<file path="config.mk">
export PLATFORM = sky130hd
export DESIGN_NAME = dac_frame_rx
export DESIGN_NICKNAME = d
export VERILOG_FILES = /design/src/rtl/dac_rx_pkg.sv /design/src/rtl/dac_rx_sync.sv /design/src/rtl/dac_rx_shifter.sv /design/src/rtl/dac_rx_regs.sv /design/src/rtl/dac_rx_decode.sv /design/src/rtl/dac_frame_rx.sv
export SDC_FILE = /design/constraint.sdc
export NUM_CORES = 1
export LEC_CHECK = 0
export BUFFER_PORTS_ARGS = -buffer_cell sky130_fd_sc_hd__buf_2
export CORE_ASPECT_RATIO = 1.5
export CORE_MARGIN = 5
export CORE_UTILIZATION = 45
export CTS_BUF_LIST = sky130_fd_sc_hd__clkbuf_16
export DETAILED_ROUTE_END_ITERATION = 10
export PLACE_DENSITY = 0.76
export RECOVER_POWER = 25
export SLEW_MARGIN = 20
export SYNTH_ARGS = -nofsm -noshare
export SYNTH_HDL_FRONTEND = slang
export SYNTH_SLANG_ARGS = --single-unit
</file>
<file path="constraint.sdc">
create_clock -name clk -period 1.8 [get_ports clk]
set_input_delay 0.27 -clock clk [delete_from_list [all_inputs] [get_ports clk]]
set_output_delay 0.27 -clock clk [all_outputs]
set_load 0.05 [all_outputs]
</file>
<file path="src/rtl/dac_rx_pkg.sv">
package dac_rx_pkg;

  localparam int unsigned FRAME_BITS = 24;
  localparam int unsigned CODE_BITS  = 16;
  localparam int unsigned MODE_BITS  = 2;
  localparam int unsigned SEG_MSBS   = 4;
  localparam int unsigned SYNC_STAGES = 2;

  typedef enum logic [1:0] {
    PD_NORMAL = 2'b00,
    PD_GND_1K = 2'b01,
    PD_GND_100K = 2'b10,
    PD_HIGHZ = 2'b11
  } pd_mode_e;

  typedef enum logic [1:0] {
    FR_IDLE  = 2'd0,
    FR_SHIFT = 2'd1,
    FR_DONE  = 2'd2
  } frame_st_e;

endpackage

</file>
<file path="src/rtl/dac_rx_sync.sv">
module dac_rx_sync #(
  parameter int unsigned CTL_W  = 2,
  parameter int unsigned STAGES = 2,
  parameter logic [CTL_W-1:0] CTL_RST = '1
) (
  input  logic             clk,
  input  logic             rst_n,
  input  logic [CTL_W-1:0] ctl_i,
  input  logic             dat_i,
  output logic [CTL_W-1:0] ctl_lvl,
  output logic [CTL_W-1:0] ctl_fall,
  output logic             dat_lvl
);

  localparam int unsigned VEC_W = CTL_W + 1;
  localparam logic [VEC_W-1:0] VEC_RST = {1'b0, CTL_RST};

  logic [VEC_W-1:0] stage_q [STAGES];
  logic [VEC_W-1:0] stage_d [STAGES];
  logic [CTL_W-1:0] prev_q;
  logic [CTL_W-1:0] prev_d;

  genvar g;
  generate
    for (g = 0; g < STAGES; g++) begin : g_stage
      if (g == 0) begin : g_first
        always_comb stage_d[g] = {dat_i, ctl_i};
      end else begin : g_next
        always_comb stage_d[g] = stage_q[g-1];
      end

      always_ff @(posedge clk or negedge rst_n) begin
        if (!rst_n) stage_q[g] <= VEC_RST;
        else        stage_q[g] <= stage_d[g];
      end
    end
  endgenerate

  always_comb prev_d = stage_q[STAGES-1][CTL_W-1:0];

  always_ff @(posedge clk or negedge rst_n) begin
    if (!rst_n) prev_q <= CTL_RST;
    else        prev_q <= prev_d;
  end

  always_comb begin
    ctl_lvl  = stage_q[STAGES-1][CTL_W-1:0];
    dat_lvl  = stage_q[STAGES-1][CTL_W];
    ctl_fall = prev_q & ~ctl_lvl;
  end

endmodule

</file>
<file path="src/rtl/dac_rx_shifter.sv">
module dac_rx_shifter
  import dac_rx_pkg::*;
#(
  parameter int unsigned FRAME_W   = 24,
  parameter int unsigned PAYLOAD_W = 18
) (
  input  logic                 clk,
  input  logic                 rst_n,
  input  logic                 sync_lvl,
  input  logic                 sync_fall,
  input  logic                 sclk_fall,
  input  logic                 din_bit,
  output frame_st_e            state,
  output logic                 commit,
  output logic [PAYLOAD_W-1:0] payload
);

  localparam int unsigned CNT_W = $clog2(FRAME_W);
  localparam logic [CNT_W-1:0] LAST_IDX = CNT_W'(FRAME_W - 1);
  localparam int unsigned HOLD_W = PAYLOAD_W - 1;

  frame_st_e          st_q, st_d;
  logic [CNT_W-1:0]   cnt_q, cnt_d;
  logic [HOLD_W-1:0]  hold_q, hold_d;
  logic               commit_d;

  always_comb begin
    st_d     = st_q;
    cnt_d    = cnt_q;
    hold_d   = hold_q;
    commit_d = 1'b0;
    unique case (st_q)
      FR_IDLE: begin
        if (sync_fall) begin
          st_d   = FR_SHIFT;
          cnt_d  = '0;
          hold_d = '0;
        end
      end
      FR_SHIFT: begin
        if (sync_lvl) begin
          st_d   = FR_IDLE;
          cnt_d  = '0;
          hold_d = '0;
        end else if (sclk_fall) begin
          hold_d = {hold_q[HOLD_W-2:0], din_bit};
          if (cnt_q == LAST_IDX) begin
            commit_d = 1'b1;
            st_d     = FR_DONE;
            cnt_d    = '0;
          end else begin
            cnt_d = cnt_q + 1'b1;
          end
        end
      end
      FR_DONE: begin
        if (sync_lvl) st_d = FR_IDLE;
      end
      default: st_d = FR_IDLE;
    endcase
  end

  always_ff @(posedge clk or negedge rst_n) begin
    if (!rst_n) begin
      st_q   <= FR_IDLE;
      cnt_q  <= '0;
      hold_q <= '0;
    end else begin
      st_q   <= st_d;
      cnt_q  <= cnt_d;
      hold_q <= hold_d;
    end
  end

  always_comb begin
    state   = st_q;
    commit  = commit_d;
    payload = {hold_q, din_bit};
  end

endmodule

</file>
<file path="src/rtl/dac_rx_regs.sv">
module dac_rx_regs #(
  parameter int unsigned CODE_W = 16,
  parameter int unsigned MODE_W = 2
) (
  input  logic                       clk,
  input  logic                       rst_n,
  input  logic                       load_en,
  input  logic [CODE_W+MODE_W-1:0]   payload,
  output logic [CODE_W-1:0]          code,
  output logic [MODE_W-1:0]          mode
);

  localparam logic [CODE_W-1:0] MID_CODE = {1'b1, {(CODE_W-1){1'b0}}};
  localparam logic [MODE_W-1:0] MODE_RST = '0;

  logic [CODE_W-1:0] code_q, code_d;
  logic [MODE_W-1:0] mode_q, mode_d;

  always_comb begin
    code_d = code_q;
    mode_d = mode_q;
    if (load_en) begin
      code_d = payload[CODE_W-1:0];
      mode_d = payload[CODE_W +: MODE_W];
    end
  end

  always_ff @(posedge clk or negedge rst_n) begin
    if (!rst_n) begin
      code_q <= MID_CODE;
      mode_q <= MODE_RST;
    end else begin
      code_q <= code_d;
      mode_q <= mode_d;
    end
  end

  assign code = code_q;
  assign mode = mode_q;

endmodule

</file>
<file path="src/rtl/dac_rx_decode.sv">
module dac_rx_decode #(
  parameter int unsigned CODE_W = 16,
  parameter int unsigned SEG_W  = 4
) (
  input  logic [CODE_W-1:0]          code,
  output logic [(1<<SEG_W)-2:0]      therm,
  output logic [CODE_W-SEG_W-1:0]    ladder
);

  localparam int unsigned THERM_W = (1 << SEG_W) - 1;
  localparam int unsigned LAD_W   = CODE_W - SEG_W;

  logic [SEG_W-1:0] seg_val;

  assign seg_val = code[CODE_W-1 -: SEG_W];

  genvar t;
  generate
    for (t = 0; t < THERM_W; t++) begin : g_therm
      assign therm[t] = (seg_val > SEG_W'(t));
    end
  endgenerate

  assign ladder = code[LAD_W-1:0];

endmodule

</file>
<file path="src/rtl/dac_frame_rx.sv">
module dac_frame_rx
  import dac_rx_pkg::*;
#(
  parameter int unsigned FRAME_W = FRAME_BITS,
  parameter int unsigned CODE_W  = CODE_BITS,
  parameter int unsigned MODE_W  = MODE_BITS,
  parameter int unsigned SEG_W   = SEG_MSBS,
  parameter int unsigned STAGES  = SYNC_STAGES
) (
  input  logic                          clk,
  input  logic                          rst_n,
  input  logic                          sync_n,
  input  logic                          sclk,
  input  logic                          sdin,
  output logic [CODE_W-1:0]             dac_code,
  output logic [MODE_W-1:0]             pd_mode,
  output logic [(1<<SEG_W)-2:0]         seg_therm,
  output logic [CODE_W-SEG_W-1:0]       lad_bits
);

  localparam int unsigned PAYLOAD_W = CODE_W + MODE_W;
  localparam int unsigned IDX_SYNC  = 0;
  localparam int unsigned IDX_SCLK  = 1;

  logic [1:0] rst_pipe_q;
  logic       rst_int_n;

  always_ff @(posedge clk or negedge rst_n) begin
    if (!rst_n) rst_pipe_q <= '0;
    else        rst_pipe_q <= {rst_pipe_q[0], 1'b1};
  end
  assign rst_int_n = rst_pipe_q[1];

  logic [1:0] ctl_lvl, ctl_fall;
  logic       din_lvl;
  logic       sync_lvl, sync_fall, sclk_fall;

  dac_rx_sync #(
    .CTL_W   (2),
    .STAGES  (STAGES),
    .CTL_RST (2'b11)
  ) u_sync (
    .clk      (clk),
    .rst_n    (rst_int_n),
    .ctl_i    ({sclk, sync_n}),
    .dat_i    (sdin),
    .ctl_lvl  (ctl_lvl),
    .ctl_fall (ctl_fall),
    .dat_lvl  (din_lvl)
  );

  assign sync_lvl  = ctl_lvl[IDX_SYNC];
  assign sync_fall = ctl_fall[IDX_SYNC];
  assign sclk_fall = ctl_fall[IDX_SCLK];

  frame_st_e            fr_state;
  logic                 commit;
  logic [PAYLOAD_W-1:0] payload;

  dac_rx_shifter #(
    .FRAME_W   (FRAME_W),
    .PAYLOAD_W (PAYLOAD_W)
  ) u_shift (
    .clk       (clk),
    .rst_n     (rst_int_n),
    .sync_lvl  (sync_lvl),
    .sync_fall (sync_fall),
    .sclk_fall (sclk_fall),
    .din_bit   (din_lvl),
    .state     (fr_state),
    .commit    (commit),
    .payload   (payload)
  );

  dac_rx_regs #(
    .CODE_W (CODE_W),
    .MODE_W (MODE_W)
  ) u_regs (
    .clk     (clk),
    .rst_n   (rst_int_n),
    .load_en (commit),
    .payload (payload),
    .code    (dac_code),
    .mode    (pd_mode)
  );

  dac_rx_decode #(
    .CODE_W (CODE_W),
    .SEG_W  (SEG_W)
  ) u_dec (
    .code   (dac_code),
    .therm  (seg_therm),
    .ladder (lad_bits)
  );

endmodule

</file>
==> impl_table.tex <==
\begin{tabular}{lr}
\hline
Metric & Value \\
\hline
\multicolumn{2}{l}{\textbf{Status}} \\
\quad Status & complete, no violations \\
\multicolumn{2}{l}{\textbf{Power and ir drop}} \\
\quad Standby leakage power & 1.48 nW \\
\quad Power share of the combinational group & 4.5\% \\
\quad P\_int & 1.74 mW \\
\quad Flop pwr share & 54.9\% \\
\quad Sw Ratio & 21.0\% \\
\quad Power per standard cell area & 779 nW/um\^{}2 \\
\quad Proportion of power drawn by the clock network & 40.6\% \\
\quad Peak supply drop & 0.422 mV \\
\quad Sw power & 0.461 mW \\
\quad Overall power of the completed layout & 2.20 mW \\
\multicolumn{2}{l}{\textbf{Setup path}} \\
\quad Gate family responsible for the most delay along the worst path & simple AND/OR/NAND/NOR gates \\
\quad Crit path arrival time & 1930 ps \\
\quad Cell type of the slowest stage on the worst timing path & sky130\_fd\_sc\_hd\_\_dfrtp\_1 \\
\quad R2r worst-path depth & 6 \\
\quad Maximum net fanout on the critical path & 6 \\
\quad Worst setup path class & flop to flop \\
\quad Kind of capture point of the worst setup path & flop \\
\quad Required time of the critical path & 1970 ps \\
\quad Buf+Inv Stages, Crit Path & 1 \\
\quad Cell Chain, Critical Path & ha\_4, nand4b\_4, nor3b\_2, and2\_4, buf\_4, mux2\_4 \\
\quad Crit-path max cell delay & 420 ps \\
\quad Type of origin of the critical path & flop \\
\quad Cell depth of the worst setup path & 6 \\
\multicolumn{2}{l}{\textbf{Cells and area}} \\
\quad Multi-input logic area & 835 um\^{}2 \\
\quad Register area & 1310 um\^{}2 \\
\quad Final-layout fill cell count & 451 \\
\quad Leading cell type in the layout, fill and taps excluded & sky130\_fd\_sc\_hd\_\_buf\_2 \\
\quad Most frequent cells in the layout & 46 x sky130\_fd\_sc\_hd\_\_buf\_2, 44 x sky130\_fd\_sc\_hd\_\_dfrtp\_1, 24 x sky130\_fd\_sc\_hd\_\_nand2\_1, 22 x sky130\_fd\_sc\_hd\_\_inv\_1, 19 x sky130\_fd\_sc\_hd\_\_mux2i\_1 \\
\quad Antenna fix cells & 0 \\
\quad Non-Filler Instances & 313 \\
\quad Ratio of cells with drive above 1 in the final layout & 42.0\% \\
\quad Number of nets in the layout & 250 \\
\quad Growth of design area from synthesis to finish & 19.3\% \\
\multicolumn{2}{l}{\textbf{Synthesis}} \\
\quad Average size of a mapped cell & 12.0 um\^{}2 \\
\quad Share of the yosys chip area belonging to registers & 55.4\% \\
\quad Yosys synthesis warning count & 0 \\
\quad Flop and latch count out of synthesis & 52 \\
\quad Mapped Area & 2360 um\^{}2 \\
\quad Synthesized instance count & 197 \\
\quad Synthesized netlist net count & 203 \\
\quad Distinct cells, synth & 35 \\
\multicolumn{2}{l}{\textbf{Timing}} \\
\quad Pins over their slew limit & 0 \\
\quad Final hold viol count & 0 \\
\quad Minimum period implied by the final worst setup slack & 1760 ps \\
\quad Headroom to the max-slew limit & 20.7\% \\
\quad Highest achievable clock rate & 569 MHz \\
\quad Final worst-path setup slack & 42.5 ps \\
\quad Post-route clock skew & 4.92 ps \\
\quad Share of the clock period used by the worst path & 97.6\% \\
\quad Finish-stage setup viols & 0 \\
\quad Worst slew pin tran & 1190 ps \\
\multicolumn{2}{l}{\textbf{Global routing}} \\
\quad Met2 Resource Use GR & 20.8\% \\
\quad Maximum number of pins on one net before global-route repair & 51 \\
\quad Fraction of met1 tracks used by global routing & 14.4\% \\
\quad Number of global-route vias before repair & 1,508 \\
\quad Most used routing layer & met2 \\
\quad Tot GR Track Use & 12.6\% \\
\quad Number of antenna violations at the first check in global routing & 0 \\
\quad GR Layer Usage met3 & 4.90\% \\
\quad First-pass GRT wire length & 7040 um \\
\quad Remaining Overflow, GRT & 0 \\
\multicolumn{2}{l}{\textbf{Worst hold path}} \\
\quad Class of the tightest hold or removal check & input pin to flop \\
\quad Worst hold path depth & 1 \\
\multicolumn{2}{l}{\textbf{Place}} \\
\quad Detailed placement HPWL & 2720 um \\
\quad Post-Place Worst Slack & -32.2 ps \\
\quad Post-placement cell count & 299 \\
\quad Input/output buffers & 49 \\
\quad Placer Congestion & 0.773 \\
\multicolumn{2}{l}{\textbf{Routing}} \\
\quad Iteration-0 DRC count of the detailed router & 46 \\
\quad Ratio of routed vias to standard cells & 4.84 \\
\quad First-pass DRT Iterations & 6 \\
\quad Remaining antenna violation count after routing & 0 \\
\quad Final routed DRC violation total & 0 \\
\quad Final wirelength & 4010 um \\
\quad Average detailed-routed wire length per instance & 12.8 um \\
\quad Number of vias in the routed layout & 1,515 \\
\multicolumn{2}{l}{\textbf{Floorplanning}} \\
\quad Number of placement rows & 32 \\
\quad Top-level port count & 50 \\
\quad Die Wd & 69.2 um \\
\quad Effective utilization at floorplan & 46.1\% \\
\quad Total Die Area & 6830 um\^{}2 \\
\quad Floorplan Core Area & 5120 um\^{}2 \\
\quad Y dimension of the die & 98.8 um \\
\multicolumn{2}{l}{\textbf{Clocking}} \\
\quad Root buffer selected by CTS & sky130\_fd\_sc\_hd\_\_clkbuf\_16 \\
\quad TritonCTS clock tree & yes \\
\quad Number of buffers created by CTS & 5 \\
\quad Total clock sinks & 52 \\
\quad CTS H-tree lvls & 2 \\
\quad Clock latency on the worst-skew pair & 290 ps \\
\quad Clk buf depth & 2 \\
\quad Clock transition at path regs & 60 ps \\
\multicolumn{2}{l}{\textbf{Run}} \\
\quad Number of maximum-capacitance violations & 0 \\
\hline
\end{tabular}
==> final cells by class <==
cell class	count	area share [%]
sequential	52	46.5
multi-input combinational	102	29.6
timing repair buffer	62	13.2
clock buffer	5	4.43
tap	68	3.02
inverter	21	2.79
clock inverter	3	0.532
==> worst reg2reg max path: cells and delay by family (launching register included) <==
family        cells  cell delay, ps
fa+ha+maj         1             170
buf+inv           1             160
flops             1             420
mux               1             300
simple gates      3             600
==> metrics by stage <==
stage	hold WS (ps)	instance area, um^2	utilization (%)	setup TNS [ps]
finish	78.8	2820	55.1	0
detailed placement	56.3	2600	50.7	-212
floorplan	-25.6	2370	-	-61.3
global route	66.3	2820	55.1	-159
global placement	54.6	2600	50.7	0
CTS	72.9	2800	54.7	0
==> cells by family after synthesis <==
group                    share of synthesized area [%]
flip-flops                                        55.4
AND/OR/NAND/NOR                                   10.7
buffers and inverters                             10.5
multiplexers                                      18.2
AO/OA/AOI/OAI                                     4.44
adder cells (fa/ha/maj)                          0.529
other                                            0.159
==> synthesized netlist by cell type <==
library cell / number / area share, %
sky130_fd_sc_hd__buf_2: 2 / 0.42
sky130_fd_sc_hd__or3_1: 1 / 0.26
sky130_fd_sc_hd__inv_1: 21 / 3.3
sky130_fd_sc_hd__and3_2: 1 / 0.32
sky130_fd_sc_hd__buf_12: 2 / 1.7
sky130_fd_sc_hd__and2_4: 1 / 0.37
sky130_fd_sc_hd__nand4b_2: 1 / 0.63
sky130_fd_sc_hd__a21oi_1: 3 / 0.63
sky130_fd_sc_hd__and3_1: 2 / 0.53
sky130_fd_sc_hd__a2111oi_0: 1 / 0.37
sky130_fd_sc_hd__nor2_1: 6 / 0.95
sky130_fd_sc_hd__mux2_4: 10 / 6.3
sky130_fd_sc_hd__a31oi_1: 4 / 1.1
sky130_fd_sc_hd__o31a_1: 1 / 0.37
sky130_fd_sc_hd__clkbuf_1: 4 / 0.63
sky130_fd_sc_hd__nand2b_1: 4 / 1.1
sky130_fd_sc_hd__nor2b_1: 2 / 0.53
sky130_fd_sc_hd__dfstp_2: 7 / 7.8
sky130_fd_sc_hd__nand2_1: 24 / 3.8
sky130_fd_sc_hd__or3b_1: 1 / 0.37
sky130_fd_sc_hd__conb_1: 1 / 0.16
sky130_fd_sc_hd__mux2i_1: 19 / 8.0
sky130_fd_sc_hd__mux2_2: 8 / 3.8
sky130_fd_sc_hd__ha_1: 1 / 0.53
sky130_fd_sc_hd__nor3b_4: 1 / 0.79
sky130_fd_sc_hd__nand3b_1: 1 / 0.32
sky130_fd_sc_hd__o21ai_0: 3 / 0.63
sky130_fd_sc_hd__buf_4: 14 / 4.4
sky130_fd_sc_hd__o21a_1: 1 / 0.32
sky130_fd_sc_hd__a21oi_2: 1 / 0.37
sky130_fd_sc_hd__nor3b_2: 1 / 0.53
sky130_fd_sc_hd__a21o_1: 1 / 0.32
sky130_fd_sc_hd__a31o_2: 1 / 0.37
sky130_fd_sc_hd__dfrtp_1: 45 / 48
sky130_fd_sc_hd__and2_1: 1 / 0.26
==> metal layers <==
metal  wire length [um]  vias to the layer above
li1                   -                      723
met1               1580                      741
met2               2090                       44
met3                271                        7
met4                 64                        0
met5                  0                        -
==> state kept, by name, indices dropped and copies added (netlist names) <==
register        count
u_regs.mode         2
u_sync.stage_d      3
u_shift.hold_q     17
u_sync.ctl_lvl      2
u_shift.state       2
u_shift.cnt_q       5
u_sync.prev_q       2
u_sync.dat_lvl      1
u_regs.code        16
rst_pipe_q          2
==> worst paths after layout <==
path	slack [ps]	end	start
worst max-delay path	40	u_regs.mode[1]$_DFFE_PN0P_	u_shift.cnt_q[1]$_DFFE_PN0P_
worst min-delay path	80	u_sync.stage_d[1]$_DFF_PN1_	sclk
worst max register to register	40	u_regs.mode[1]$_DFFE_PN0P_	u_shift.cnt_q[1]$_DFFE_PN0P_
worst min register to register	350	u_sync.dat_lvl$_DFF_PN0_	u_sync.stage_d[2]$_DFF_PN0_
max in group asynchronous	480	u_shift.state[0]$_DFFE_PN0P_	rst_pipe_q[1]$_DFF_PN0_
min in group asynchronous	290	rst_pipe_q[0]$_DFF_PN0_	rst_n
==> timing repair <==
| item | in CTS | in global routing |
|---|---|---|
| pin swaps | 1 | 3 |
| cloned | 0 | 0 |
| hold endpoints to repair | 2 | 0 |
| hold buffers | 1 | 0 |
| setup buffers | 4 | 1 |
| resized for setup | 0 | 5 |
| setup endpoints to repair | 8 | 18 |
==> power groups by stage <==
stage | combinational (mW) | clock (mW) | sequential, mW
3_5_place_dp | 0.104 | 0 | 1.23
2_1_floorplan | 0.0583 | 0 | 1.24
6_report | 0.0987 | 0.894 | 1.21
5_1_grt | 0.113 | 0.970 | 1.21
4_1_cts | 0.105 | 0.922 | 1.21
3_3_place_gp | 0.101 | 0 | 1.23
No activity file was read; power rests on OpenSTA's default activity.
